### src/rtl/fpr_pkg.sv
// Package: shared types and field layout for the protected range checker.
// Assumes 4 KiB pages and 13-bit page limits (flash address bits 24:12).
package fpr_pkg;

    localparam int FPR_PAGE_LSB = 12;
    localparam int FPR_LIM_W    = 13;
    localparam int FPR_FULL_W   = FPR_LIM_W + FPR_PAGE_LSB;

    typedef struct packed {
        logic                 wr_en;
        logic                 rd_en;
        logic [FPR_LIM_W-1:0] upper;
        logic [FPR_LIM_W-1:0] lower;
    } fpr_range_t;

    // Unpack a software range word into its fields.
    function automatic fpr_range_t fpr_unpack(input logic [31:0] w);
        fpr_range_t r;
        r.wr_en = w[31];
        r.upper = w[28:16];
        r.rd_en = w[15];
        r.lower = w[12:0];
        return r;
    endfunction

endpackage

### src/rtl/fpr_bank.sv
// Module: range register bank with sticky lock-down.
// Holds N_RANGES range words. A write is taken only while unlocked and only
// for an index below N_RANGES. A lock request sets lock-down until reset.
module fpr_bank
    import fpr_pkg::*;
#(
    parameter int N_RANGES = 5,
    parameter int IDX_W    = 3
) (
    input  logic                        clk,
    input  logic                        rst_n,
    input  logic                        cfg_we,
    input  logic [IDX_W-1:0]            cfg_idx,
    input  logic [31:0]                 cfg_wdata,
    input  logic                        cfg_lock,
    output fpr_range_t [N_RANGES-1:0]   ranges,
    output logic                        locked
);

    logic       wr_ok;
    fpr_range_t new_range;
    logic       unused_bits;

    assign wr_ok       = cfg_we && !locked;
    assign new_range   = fpr_unpack(cfg_wdata);
    assign unused_bits = ^{cfg_wdata[30:29], cfg_wdata[14:13]};

    // Lock-down flag: set by request, cleared only by reset.
    always_ff @(posedge clk) begin
        if (!rst_n) begin
            locked <= 1'b0;
        end else if (cfg_lock) begin
            locked <= 1'b1;
        end
    end

    for (genvar g = 0; g < N_RANGES; g++) begin : g_entry
        // Range entry g: load from the port when selected and unlocked.
        always_ff @(posedge clk) begin
            if (!rst_n) begin
                ranges[g] <= '0;
            end else if (wr_ok && (cfg_idx == IDX_W'(g))) begin
                ranges[g] <= new_range;
            end
        end
    end

endmodule

### src/rtl/fpr_match.sv
// Module: single-range comparator.
// Compares the page number of the address against one range and reports a
// hit when the enable for the request kind is set. Assumes ADDR_W <= 25.
module fpr_match
    import fpr_pkg::*;
#(
    parameter int ADDR_W = 24
) (
    input  fpr_range_t        range_i,
    input  logic [ADDR_W-1:0] addr,
    input  logic              is_write,
    output logic              hit
);

    logic [FPR_FULL_W-1:0]   wide;
    logic [FPR_LIM_W-1:0]    page;
    logic                    enabled;
    logic                    unused_low;

    assign wide       = FPR_FULL_W'(addr);
    assign page       = wide[FPR_FULL_W-1:FPR_PAGE_LSB];
    assign unused_low = ^wide[FPR_PAGE_LSB-1:0];

    // Hit when enabled for this kind and page lies inside the inclusive window.
    always_comb begin
        enabled = is_write ? range_i.wr_en : range_i.rd_en;
        hit     = enabled && (page >= range_i.lower) && (page <= range_i.upper);
    end

endmodule

### src/rtl/fpr_guard.sv
// Module: protected range checker top.
// Checks each request against all ranges in parallel and answers one cycle
// later with grant or error. Enforcement applies only while locked.
module fpr_guard
    import fpr_pkg::*;
#(
    parameter int N_RANGES = 5,
    parameter int ADDR_W   = 24,
    localparam int IDX_W   = (N_RANGES > 1) ? $clog2(N_RANGES + 1) : 1
) (
    input  logic              clk,
    input  logic              rst_n,
    input  logic              cfg_we,
    input  logic [IDX_W-1:0]  cfg_idx,
    input  logic [31:0]       cfg_wdata,
    input  logic              cfg_lock,
    input  logic              req_valid,
    input  logic [ADDR_W-1:0] req_addr,
    input  logic              req_is_write,
    output logic              rsp_valid,
    output logic              rsp_grant,
    output logic              rsp_error,
    output logic              locked
);

    fpr_range_t [N_RANGES-1:0] ranges;
    logic [N_RANGES-1:0]       hits;
    logic                      block;

    fpr_bank #(
        .N_RANGES (N_RANGES),
        .IDX_W    (IDX_W)
    ) u_bank (
        .clk       (clk),
        .rst_n     (rst_n),
        .cfg_we    (cfg_we),
        .cfg_idx   (cfg_idx),
        .cfg_wdata (cfg_wdata),
        .cfg_lock  (cfg_lock),
        .ranges    (ranges),
        .locked    (locked)
    );

    for (genvar g = 0; g < N_RANGES; g++) begin : g_cmp
        fpr_match #(
            .ADDR_W (ADDR_W)
        ) u_match (
            .range_i  (ranges[g]),
            .addr     (req_addr),
            .is_write (req_is_write),
            .hit      (hits[g])
        );
    end

    // Block decision: any range hit counts, but only under lock-down.
    assign block = locked && (|hits);

    // Response register: one answer per request, one cycle later.
    always_ff @(posedge clk) begin
        if (!rst_n) begin
            rsp_valid <= 1'b0;
            rsp_grant <= 1'b0;
            rsp_error <= 1'b0;
        end else begin
            rsp_valid <= req_valid;
            rsp_grant <= req_valid && !block;
            rsp_error <= req_valid && block;
        end
    end

endmodule

### config.mk
export PLATFORM = sky130hd
export DESIGN_NAME = fpr_guard
export DESIGN_NICKNAME = d
export VERILOG_FILES = /design/src/rtl/fpr_pkg.sv /design/src/rtl/fpr_bank.sv /design/src/rtl/fpr_match.sv /design/src/rtl/fpr_guard.sv
export SDC_FILE = /design/constraint.sdc
export NUM_CORES = 1
export LEC_CHECK = 0
export ABC_AREA = 1
export CAP_MARGIN = 20
export CORE_UTILIZATION = 38
export DETAILED_ROUTE_END_ITERATION = 10
export MAX_ROUTING_LAYER = met4
export PLACE_DENSITY = 0.61
export RECOVER_POWER = 100
export REMOVE_ABC_BUFFERS = 1
export SLEW_MARGIN = 20
export SYNTH_ARGS = -nofsm -noshare
export SYNTH_HDL_FRONTEND = slang
export SYNTH_SLANG_ARGS = --single-unit
### constraint.sdc
create_clock -name clk -period 2.55 [get_ports clk]
set_clock_uncertainty 0.1 [all_clocks]
set_input_delay 0.255 -clock clk [delete_from_list [all_inputs] [get_ports clk]]
set_output_delay 0.255 -clock clk [all_outputs]
set_load 0.02 [all_outputs]
==> impl_results.md, run 1 <==
* Netlist cell types at 28
* Setup crit end kind: flip-flop
* Setup violations, final at 0
* Crit Path Class: reg2reg
* Die X at 149.7 um
* Adder-Cell Fraction of Synth Area at 0.1811
* FF-to-FF Start: u_bank.locked
* Hold Crit Class: in2reg
* PwrDens at 564.4 nW/um^2
* Outcome: complete, no violations
* GPL Wtd Cong at 0.8796
* Hold Path Cell Cnt at 2
* Remaining routing DRC violations at 0
* Layout Area Growth over Synthesis at 17.13%
* Largest family of logic cells by synthesized area: compound AO/OA/AOI/OAI gates
* Worst Setup SP: u_bank.locked
* Detailed-route via count at 7085
* Slew @ Worst Pin at 1131 ps
* Core area at 21220 sq um
* Hold buffer count at cts at 0
* Simple-gate share of the synthesized area at 0.1488
* Final Max Slew Viols at 0
* RSZ-0062 raised after global routing: false
* Cells after Synth at 1118
* Top post-synthesis cells by area: dfxtp_1, ha_1, a21oi_1, inv_1, nand2_1
* FFs w/ async S/R, synth at 0
* Reg2Reg Setup Slack at 350 ps
* # port buffers at 52
* Max-cap violations at 0
* Reg2reg path depth at 9
* CP required at 2740 ps
* Wire length per cell at 14.06 um
* Die area at 22410 sq um
* Sequential fraction of the synthesis area at 0.3477
* CTS buffer count at 17
* Leakage power at 0.004161 uW
* Iteration-0 DRC Markers at 314
* Hold Startpoint: cfg_lock
* Cell Rows at 53
* Grt total ovfl at 0
* Clk_lat worst skew at 430 ps
* Starting density of the core at 0.3907
* TNS Setup at 0 ps
* Post-synth design cell area at 8290 sq um
* Critical Path AT at 2390 ps
* Clk buf depth at 2
* Diodes inserted at 0
* Worst path cell trace: clkinv_1 > nand2_1 > nor2_1 > inv_4 > nor3_1 > clkinv_1 > clkbuf_2 > o21ai_0 > a21oi_1
* CTS Root Cell: clkbuf_16
* Number of antenna violations at the first check in global routing at 0
* Fmax at 455.3 MHz
* Sink Count at 144
* Finished Core Util at 0.4576
* Slew Limit Headroom at 0.2462
* Clock slew at reported path FFs at 60 ps
* I/O pin total at 69
* EDFF count, synth at 0
* Synth warn at 0
* Synth Area in XOR/XNOR at 0
* Global-route wire length before repair at 32880 um
* Final Hold Fails at 0
* Peak VDD IR at 0.4483 mV
* Depth of the CTS H-tree at 4
* Dominant synthesized flop cell: dfxtp_1
* Nets at 1369
* Post-cts sizing count at 0
* Synth Area in Compound Gates at 0.2000
* Pin count of the biggest net entering global routing at 66
* R2r endpoint: u_bank.ranges[35]
* Post-DP Area at 9255 sq um
* Vias per cell at 4.813
* Critical path buffers and inverters at 4
* Share of the synthesized area in the top cell type at 0.3477
* Postcts setup bufs at 0
* Hold slack at 314.1 ps
* Cell family with most CP delay: buffers and inverters
* CP startpoint kind: flip-flop
* Mux cell area share after synthesis at 0
* ANT nets after route at 0
* Critical Path Most Common Cell: clkinv_1
* Min Clock Period, post-route at 2196 ps
* Tot GR Track Use at 0.2006
* CP max-delay cell: clkbuf_2
* Post-DP HPWL at 15160 um
* Average size of a mapped cell at 7.415 sq um
* Top-count cell post-synth: inv_1
* Number of synthesized register bits at 144
* CTS tree: yes
* Final period util at 0.8612
* Maximum fanout along the worst path at 26
* Vias in the first global route at 6468
* Layout cells sized above 1 at 0.05514
* Post-synth top cells: inv_1, a21oi_1, nand2_1
* Leading area contributor after synthesis: dfxtp_1
* Die height at 149.7 um
* Wirelength, routed at 20690 um
* Worst Hold End: u_bank.locked
* Worst path max stage delay at 370 ps
* Final non-filler cell area at 9711 sq um
* DR pass1 iterations at 7
-- cells by family (layout without fill, tap and decap cells) --
| family | count (synthesis) | in the layout |
|---|---|---|
| AO/OA/AOI/OAI | 330 | 330 |
| adder cells (fa/ha/maj) | 120 | 120 |
| buffers and inverters | 236 | 315 |
| flip-flops | 144 | 144 |
| AND/OR/NAND/NOR | 288 | 288 |
-- worst max-delay path by stage --
stage	cells past startpoint	endpoint
global route	9	u_bank.ranges[35]
CTS	15	rsp_error
detailed placement	15	rsp_error
floorplan	8	u_bank.ranges[40]
global placement	15	rsp_error
finish	9	u_bank.ranges[35]
-- per-stage QoR --
stage                     cells  power, uW  setup slack, ps
final                      1472       5481            353.9
after global routing       1472       5768            110.1
after CTS                  1472       5566            442.1
after detailed placement   1440       3231           -2.792
after global placement     1440       3213            26.62
after floorplan            1077       2842            891.1
-- final cells by class --
type / count / area (sq um)
Clock buffer: 25 / 475.5
Clock inverter: 7 / 60.06
Fill cell: 2204 / 11510
Inverter: 195 / 734.5
Multi-Input combinational cell: 738 / 4355
Sequential cell: 144 / 2883
Tap cell: 275 / 344.1
Timing Repair Buffer: 88 / 858.3
-- placed cells by master, fill, tap and decap left out, types with 9 or more instances in the layout --
master,n
nand2_1,160
dfxtp_1,144
a21oi_1,166
nand3_1,28
clkdlybuf4s50_1,47
inv_1,191
ha_1,120
buf_4,24
nand4_1,9
clkbuf_16,17
o21ai_0,157
nor2_1,72
-- registers in the layout (all words and copies together), names as in the netlist --
name / count
u_bank.ranges: 140
rsp_valid: 1
u_bank.locked: 1
rsp_grant: 1
rsp_error: 1
-- metal layers --
metal / wire length, um / part of all wire / track usage / vias up
met5: 0 / 0 / - / -
met4: 238 / 0.012 / 0.04747 / 0
met3: 803 / 0.039 / 0.04848 / 16
met2: 9704 / 0.47 / 0.3336 / 102
met1: 9946 / 0.48 / 0.2433 / 3172
li1: - / - / - / 3795
-- where the power goes --
part	total (uW)	internal, uW	switching (uW)
clock	2320	1380	936
combinational	823	337	486
sequential	2340	2320	20.8
(Power assumes the default switching activity.)
==> inputs of run 2 (changes only) <==
CORE_UTILIZATION = 45   (was 38)
CTS_BUF_LIST = sky130_fd_sc_hd__clkbuf_4 sky130_fd_sc_hd__clkbuf_8   (was not set)
PLACE_DENSITY = 0.69   (was 0.61)
clock period = 2.8 ns   (was 2.55 ns; I/O delays follow)
==> impl_results.md, run 2 (synthesis gave the netlist of run 1 again) <==
* Cell family with most CP delay: simple AND/OR/NAND/NOR gates
* PwrDens at 518.1 nW/um^2 (-8.2%)
* Post-cts sizing count at 0 (unchanged)
* Hold Crit Class: in2reg
* Tot GR Track Use at 0.2283 (+0.02774)
* Critical path buffers and inverters at 3 (-1)
* CTS buffer count at 17 (unchanged)
* # port buffers at 52 (unchanged)
* Setup crit end kind: flip-flop
* Final Max Slew Viols at 0 (unchanged)
* TNS Setup at 0 ps (unchanged)
* CTS tree: yes
* Clock slew at reported path FFs at 80 ps (+20 ps)
* Critical Path Most Common Cell: nor2_1
* GPL Wtd Cong at 0.9284 (+5.5%)
* Layout Cells excl Fill at 1420 (-3.5%)
* CP startpoint kind: flip-flop
* Die area at 18970 sq um (-15%)
* Final period util at 0.8497 (-0.01150)
* Die height at 137.7 um (-8.0%)
* Postcts setup bufs at 0 (unchanged)
* Die X at 137.7 um (-8.0%)
* Worst path cell trace: inv_2 > nand2_1 > nor2_1 > nand2_1 > clkbuf_2 > inv_1 > nor2_1 > nor2_1
* Wirelength, routed at 19790 um (-4.3%)
* I/O pin total at 69 (unchanged)
* Nets at 1363 (-0.44%)
* Starting density of the core at 0.4599 (+0.06926)
* Slew Limit Headroom at 0.1912 (-0.05499)
* Post-DP HPWL at 14400 um (-5.0%)
* DR pass1 iterations at 5 (-2)
* Maximum fanout along the worst path at 28 (+7.7%)
* Most flop-heavy register: u_bank.ranges
* Slew @ Worst Pin at 1213 ps (+82.49 ps)
* Detailed-route via count at 7157 (+1.0%)
* Sink Count at 144 (unchanged)
* Diodes inserted at 0 (unchanged)
* Layout cells sized above 1 at 0.05877 (+0.003636)
* Final Hold Fails at 0 (unchanged)
* Depth of the CTS H-tree at 4 (unchanged)
* Most frequent cells in the layout: inv_1, a21oi_1, o21ai_0
* Peak VDD IR at 0.3223 mV (-28%)
* Vias in the first global route at 6462 (-0.093%)
* Crit Path Class: reg2reg
* Min Clock Period, post-route at 2379 ps (+183.1 ps)
* Cell Rows at 49 (-7.5%)
* Remaining routing DRC violations at 0 (unchanged)
* Grt total ovfl at 0 (unchanged)
* Pin count of the biggest net entering global routing at 74 (+12%)
* CTS Root Cell: clkbuf_8
* Global-route wire length before repair at 31440 um (-4.4%)
* Wire length per cell at 13.94 um (-0.84%)
* Core area at 18020 sq um (-15%)
* Largest register FFs at 140 (unchanged)
* Number of antenna violations at the first check in global routing at 0 (unchanged)
* Iteration-0 DRC Markers at 388 (+24%)
* ANT nets after route at 0 (unchanged)
* Vias per cell at 5.040 (+4.7%)
* DP Cell Count at 1388 (-3.6%)
* CP required at 3060 ps (+320 ps)
* Max-cap violations at 0 (unchanged)
* Layout Area Growth over Synthesis at 15.21%
* Setup violations, final at 0 (unchanged)
* Fmax at 420.3 MHz (-7.7%)
* RSZ-0062 raised after global routing: false
* Hold buffer count at cts at 0 (unchanged)
* Worst path max stage delay at 640 ps (+270 ps)
* CP max-delay cell: nand2_1
* Critical Path AT at 2640 ps (+250 ps)
* Clk_lat worst skew at 470 ps (+40 ps)
* Clk buf depth at 2 (unchanged)
* # fillers at 1785 (-19%)
* Most common cell after layout, fill and taps aside: inv_1
* Leakage power at 0.004113 uW (-1.2%)
* Outcome: complete, no violations
## run 2: metrics by stage
stage	setup slack, ps	utilization	total power [uW]	area [sq um]	hold slack, ps
final	420.7	0.5299	4949	9552	291.7
after global routing	188.9	0.5299	5182	9552	298.9
after CTS	634.5	0.5333	5001	9613	255.2
after detailed placement	156.8	0.5050	2926	9102	347.1
after global placement	158.1	0.5050	2904	9102	340.6
after floorplan	1141	-	2589	8010	290.2
## run 2: per-layer routing
metal / global-route usage / part of all wire / vias up
met2: 0.3766 / 0.47 / 143
met1: 0.2821 / 0.47 / 3203
met3: 0.03569 / 0.039 / 30
li1: - / - / 3781
met5: - / 0 / -
met4: 0.08092 / 0.021 / 0
## run 2: cell type report
class / count / area (sq um) / share of cell area
flip-flops and latches: 144 / 2883 / 0.3018
clock buffers: 23 / 310.3 / 0.03249
repair buffers: 82 / 788.3 / 0.08253
multi-input cells: 738 / 4349 / 0.4553
clock inverters: 9 / 200.2 / 0.02096
inverters: 195 / 734.5 / 0.07689
well taps: 229 / 286.5 / 0.03000
## run 2: report_power, final
part / switching, uW / internal, uW / total (uW)
registers: 19.1 / 2110 / 2130
clock network: 807 / 1280 / 2090
logic: 435 / 300 / 735
## run 2: path summary, 6_finish.rpt
check / to / depth (start not counted) / start / slack, ps
setup / recovery: u_bank.ranges[13] / 8 / u_bank.locked / 420
hold / removal: u_bank.locked / 2 / cfg_lock / 290
setup reg to reg: u_bank.ranges[13] / 8 / u_bank.locked / 420
hold reg to reg: u_bank.ranges[82] / 2 / u_bank.ranges[82] / 350
## run 2: worst register-to-register path: cells and delay by family (launching register included)
| family | cells | cell delay (ps) |
|---|---|---|
| buffers and inverters | 3 | 790 |
| DFF | 1 | 410 |
| and+or+nand+nor | 5 | 970 |
==> inputs of run 3 (changes only) <==
clock period = 2.4 ns   (was 2.8 ns; I/O delays follow)
==> impl_results.md, run 3 (synthesis gave the netlist of run 1 again) <==
* Met1 global-route usage at 0.2833 (+0.001207)
* Fmax at 487.4 MHz (+16%)
* RSZ-0062 raised after global routing: false
* GR Util met2 at 0.3805 (+0.003908)
* Hold buffer count at cts at 0 (unchanged)
* Post-cts sizing count at 0 (unchanged)
* Wirelength, routed at 19810 um (+0.11%)
* Outcome: complete, no violations
* PwrDens at 583.6 nW/um^2 (+13%)
* Max-cap violations at 0 (unchanged)
* Detailed-route via count at 7104 (-0.74%)
* Final Max Slew Viols at 0 (unchanged)
* Pin count of the biggest net entering global routing at 63 (-15%)
* Die X at 137.7 um (unchanged)
* Starting density of the core at 0.4599 (unchanged)
* Leakage power at 0.004142 uW (+0.71%)
* ANT nets after route at 0 (unchanged)
* Pre-CTS setup slack at -81.17 ps (-238.0 ps)
* Depth of the CTS H-tree at 4 (unchanged)
* Cell Rows at 49 (unchanged)
* Most flop-heavy register: u_bank.ranges
* Maximum fanout along the worst path at 26 (-7.1%)
* Hold Path Cell Cnt at 2 (unchanged)
* Total Power at 5606 uW (+13%)
* Peak VDD IR at 0.3916 mV (+21%)
* Layout Area Growth over Synthesis at 15.88%
* Final non-filler cell area at 9607 sq um (+0.58%)
* Global-route wire length before repair at 32130 um (+2.2%)
* Postcts setup bufs at 0 (unchanged)
* Grt total ovfl at 0 (unchanged)
* Number of antenna violations at the first check in global routing at 0 (unchanged)
* Clk_lat worst skew at 470 ps (about the same)
* Layout Cells excl Fill at 1430 (+0.70%)
* Nets at 1374 (+0.81%)
* GPL Wtd Cong at 0.8901 (-4.1%)
* Vias in the first global route at 6560 (+1.5%)
* Worst path cell trace: clkinv_1 > nand2_1 > nor2_1 > inv_4 > nor3_4 > inv_1 > clkbuf_2 > o21ai_0 > a21oi_1
* Vias per cell at 4.968 (-1.4%)
* Most frequent cells in the layout: inv_1, a21oi_1, o21ai_0
* CP required at 2630 ps (-430 ps)
* CP startpoint kind: flip-flop
* Final period util at 0.8548 (+0.005061)
* Diodes inserted at 0 (unchanged)
* Iteration-0 DRC Markers at 334 (-14%)
* Remaining routing DRC violations at 0 (unchanged)
* Most common cell after layout, fill and taps aside: inv_1
* Clock slew at reported path FFs at 80 ps (about the same)
* DR pass1 iterations at 4 (-1)
* CTS Root Cell: clkbuf_8
* Die area at 18970 sq um (unchanged)
* Die height at 137.7 um (unchanged)
* Slew Limit Headroom at 0.2458 (+0.05453)
* Min Clock Period, post-route at 2052 ps (-327.7 ps)
* Worst path max stage delay at 400 ps (-240 ps)
* Core area at 18020 sq um (unchanged)
* Final Hold Fails at 0 (unchanged)
* CP max-delay cell: clkbuf_2
* # port buffers at 52 (unchanged)
* Worst setup margin at 348.5 ps (-72.25 ps)
* Crit Path Class: reg2reg
* Clk buf depth at 2 (unchanged)
* CTS tree: yes
* Post-DP Area at 9223 sq um (+1.3%)
* Wire length per cell at 13.86 um (-0.59%)
* # fillers at 1801 (+0.90%)
* Layout cells sized above 1 at 0.06245 (+0.003674)
* CTS buffer count at 17 (unchanged)
* I/O pin total at 69 (unchanged)
* Critical Path AT at 2280 ps (-360 ps)
* Setup violations, final at 0 (unchanged)
* DP Cell Count at 1399 (+0.79%)
* Reg2reg path depth at 9 (+1)
* Sink Count at 144 (unchanged)
* Slew @ Worst Pin at 1131 ps (-81.80 ps)
* Largest register FFs at 140 (unchanged)
* Post-DP HPWL at 14680 um (+1.9%)
* Hold Crit Class: in2reg
* Grt peak-use layer: met2
* Setup crit end kind: flip-flop
* Tot GR Track Use at 0.2313 (+0.002911)
* Met3 Use GR at 0.04194 (+0.006255)
==> run 3: per-stage QoR <==
stage,util,hold WS [ps],setup TNS [ps]
6_report,0.5330,251.0,0
4_1_cts,0.5375,188.3,0
2_1_floorplan,-,250.2,0
3_3_place_gp,0.5117,340.0,-92.76
5_1_grt,0.5330,241.0,0
3_5_place_dp,0.5117,344.0,-159.0
==> run 3: worst paths after layout <==
kind                                        start  slack [ps]                 to
worst min-delay path                     cfg_lock         250      u_bank.locked
worst min register to register  u_bank.ranges[54]         350  u_bank.ranges[54]
worst max register to register      u_bank.locked         350  u_bank.ranges[59]
worst max-delay path                u_bank.locked         350  u_bank.ranges[59]
==> run 3: cell type report <==
| cell class | count | area, sq um | area share |
|---|---|---|---|
| repair buffers | 93 | 880.8 | 0.09169 |
| inverters | 195 | 734.5 | 0.07645 |
| clock inverters | 10 | 182.7 | 0.01902 |
| multi-input cells | 738 | 4357 | 0.4535 |
| flip-flops and latches | 144 | 2883 | 0.3001 |
| clock buffers | 21 | 282.8 | 0.02943 |
| well taps | 229 | 286.5 | 0.02983 |
==> run 3: where the power goes <==
group	switching (uW)	total [uW]	leakage [uW]	internal, uW
registers	21.1	2480	0.00117	2460
logic	510	870	0.00275	359
clock network	935	2260	0.000227	1320
total	1470	5610	0.00414	4140
==> run 3: metal layers <==
metal / part of all wire / vias to the layer above
li1: - / 3802
met1: 0.48 / 3160
met2: 0.46 / 111
met3: 0.039 / 31
met4: 0.020 / 0
met5: 0 / -
==> run 3: worst max-delay path, delay by kind of cell (launching register included) <==
family | cells | cell delay, ps
compound gates | 2 | 370
buf+inv | 4 | 680
flops | 1 | 350
simple gates | 3 | 410
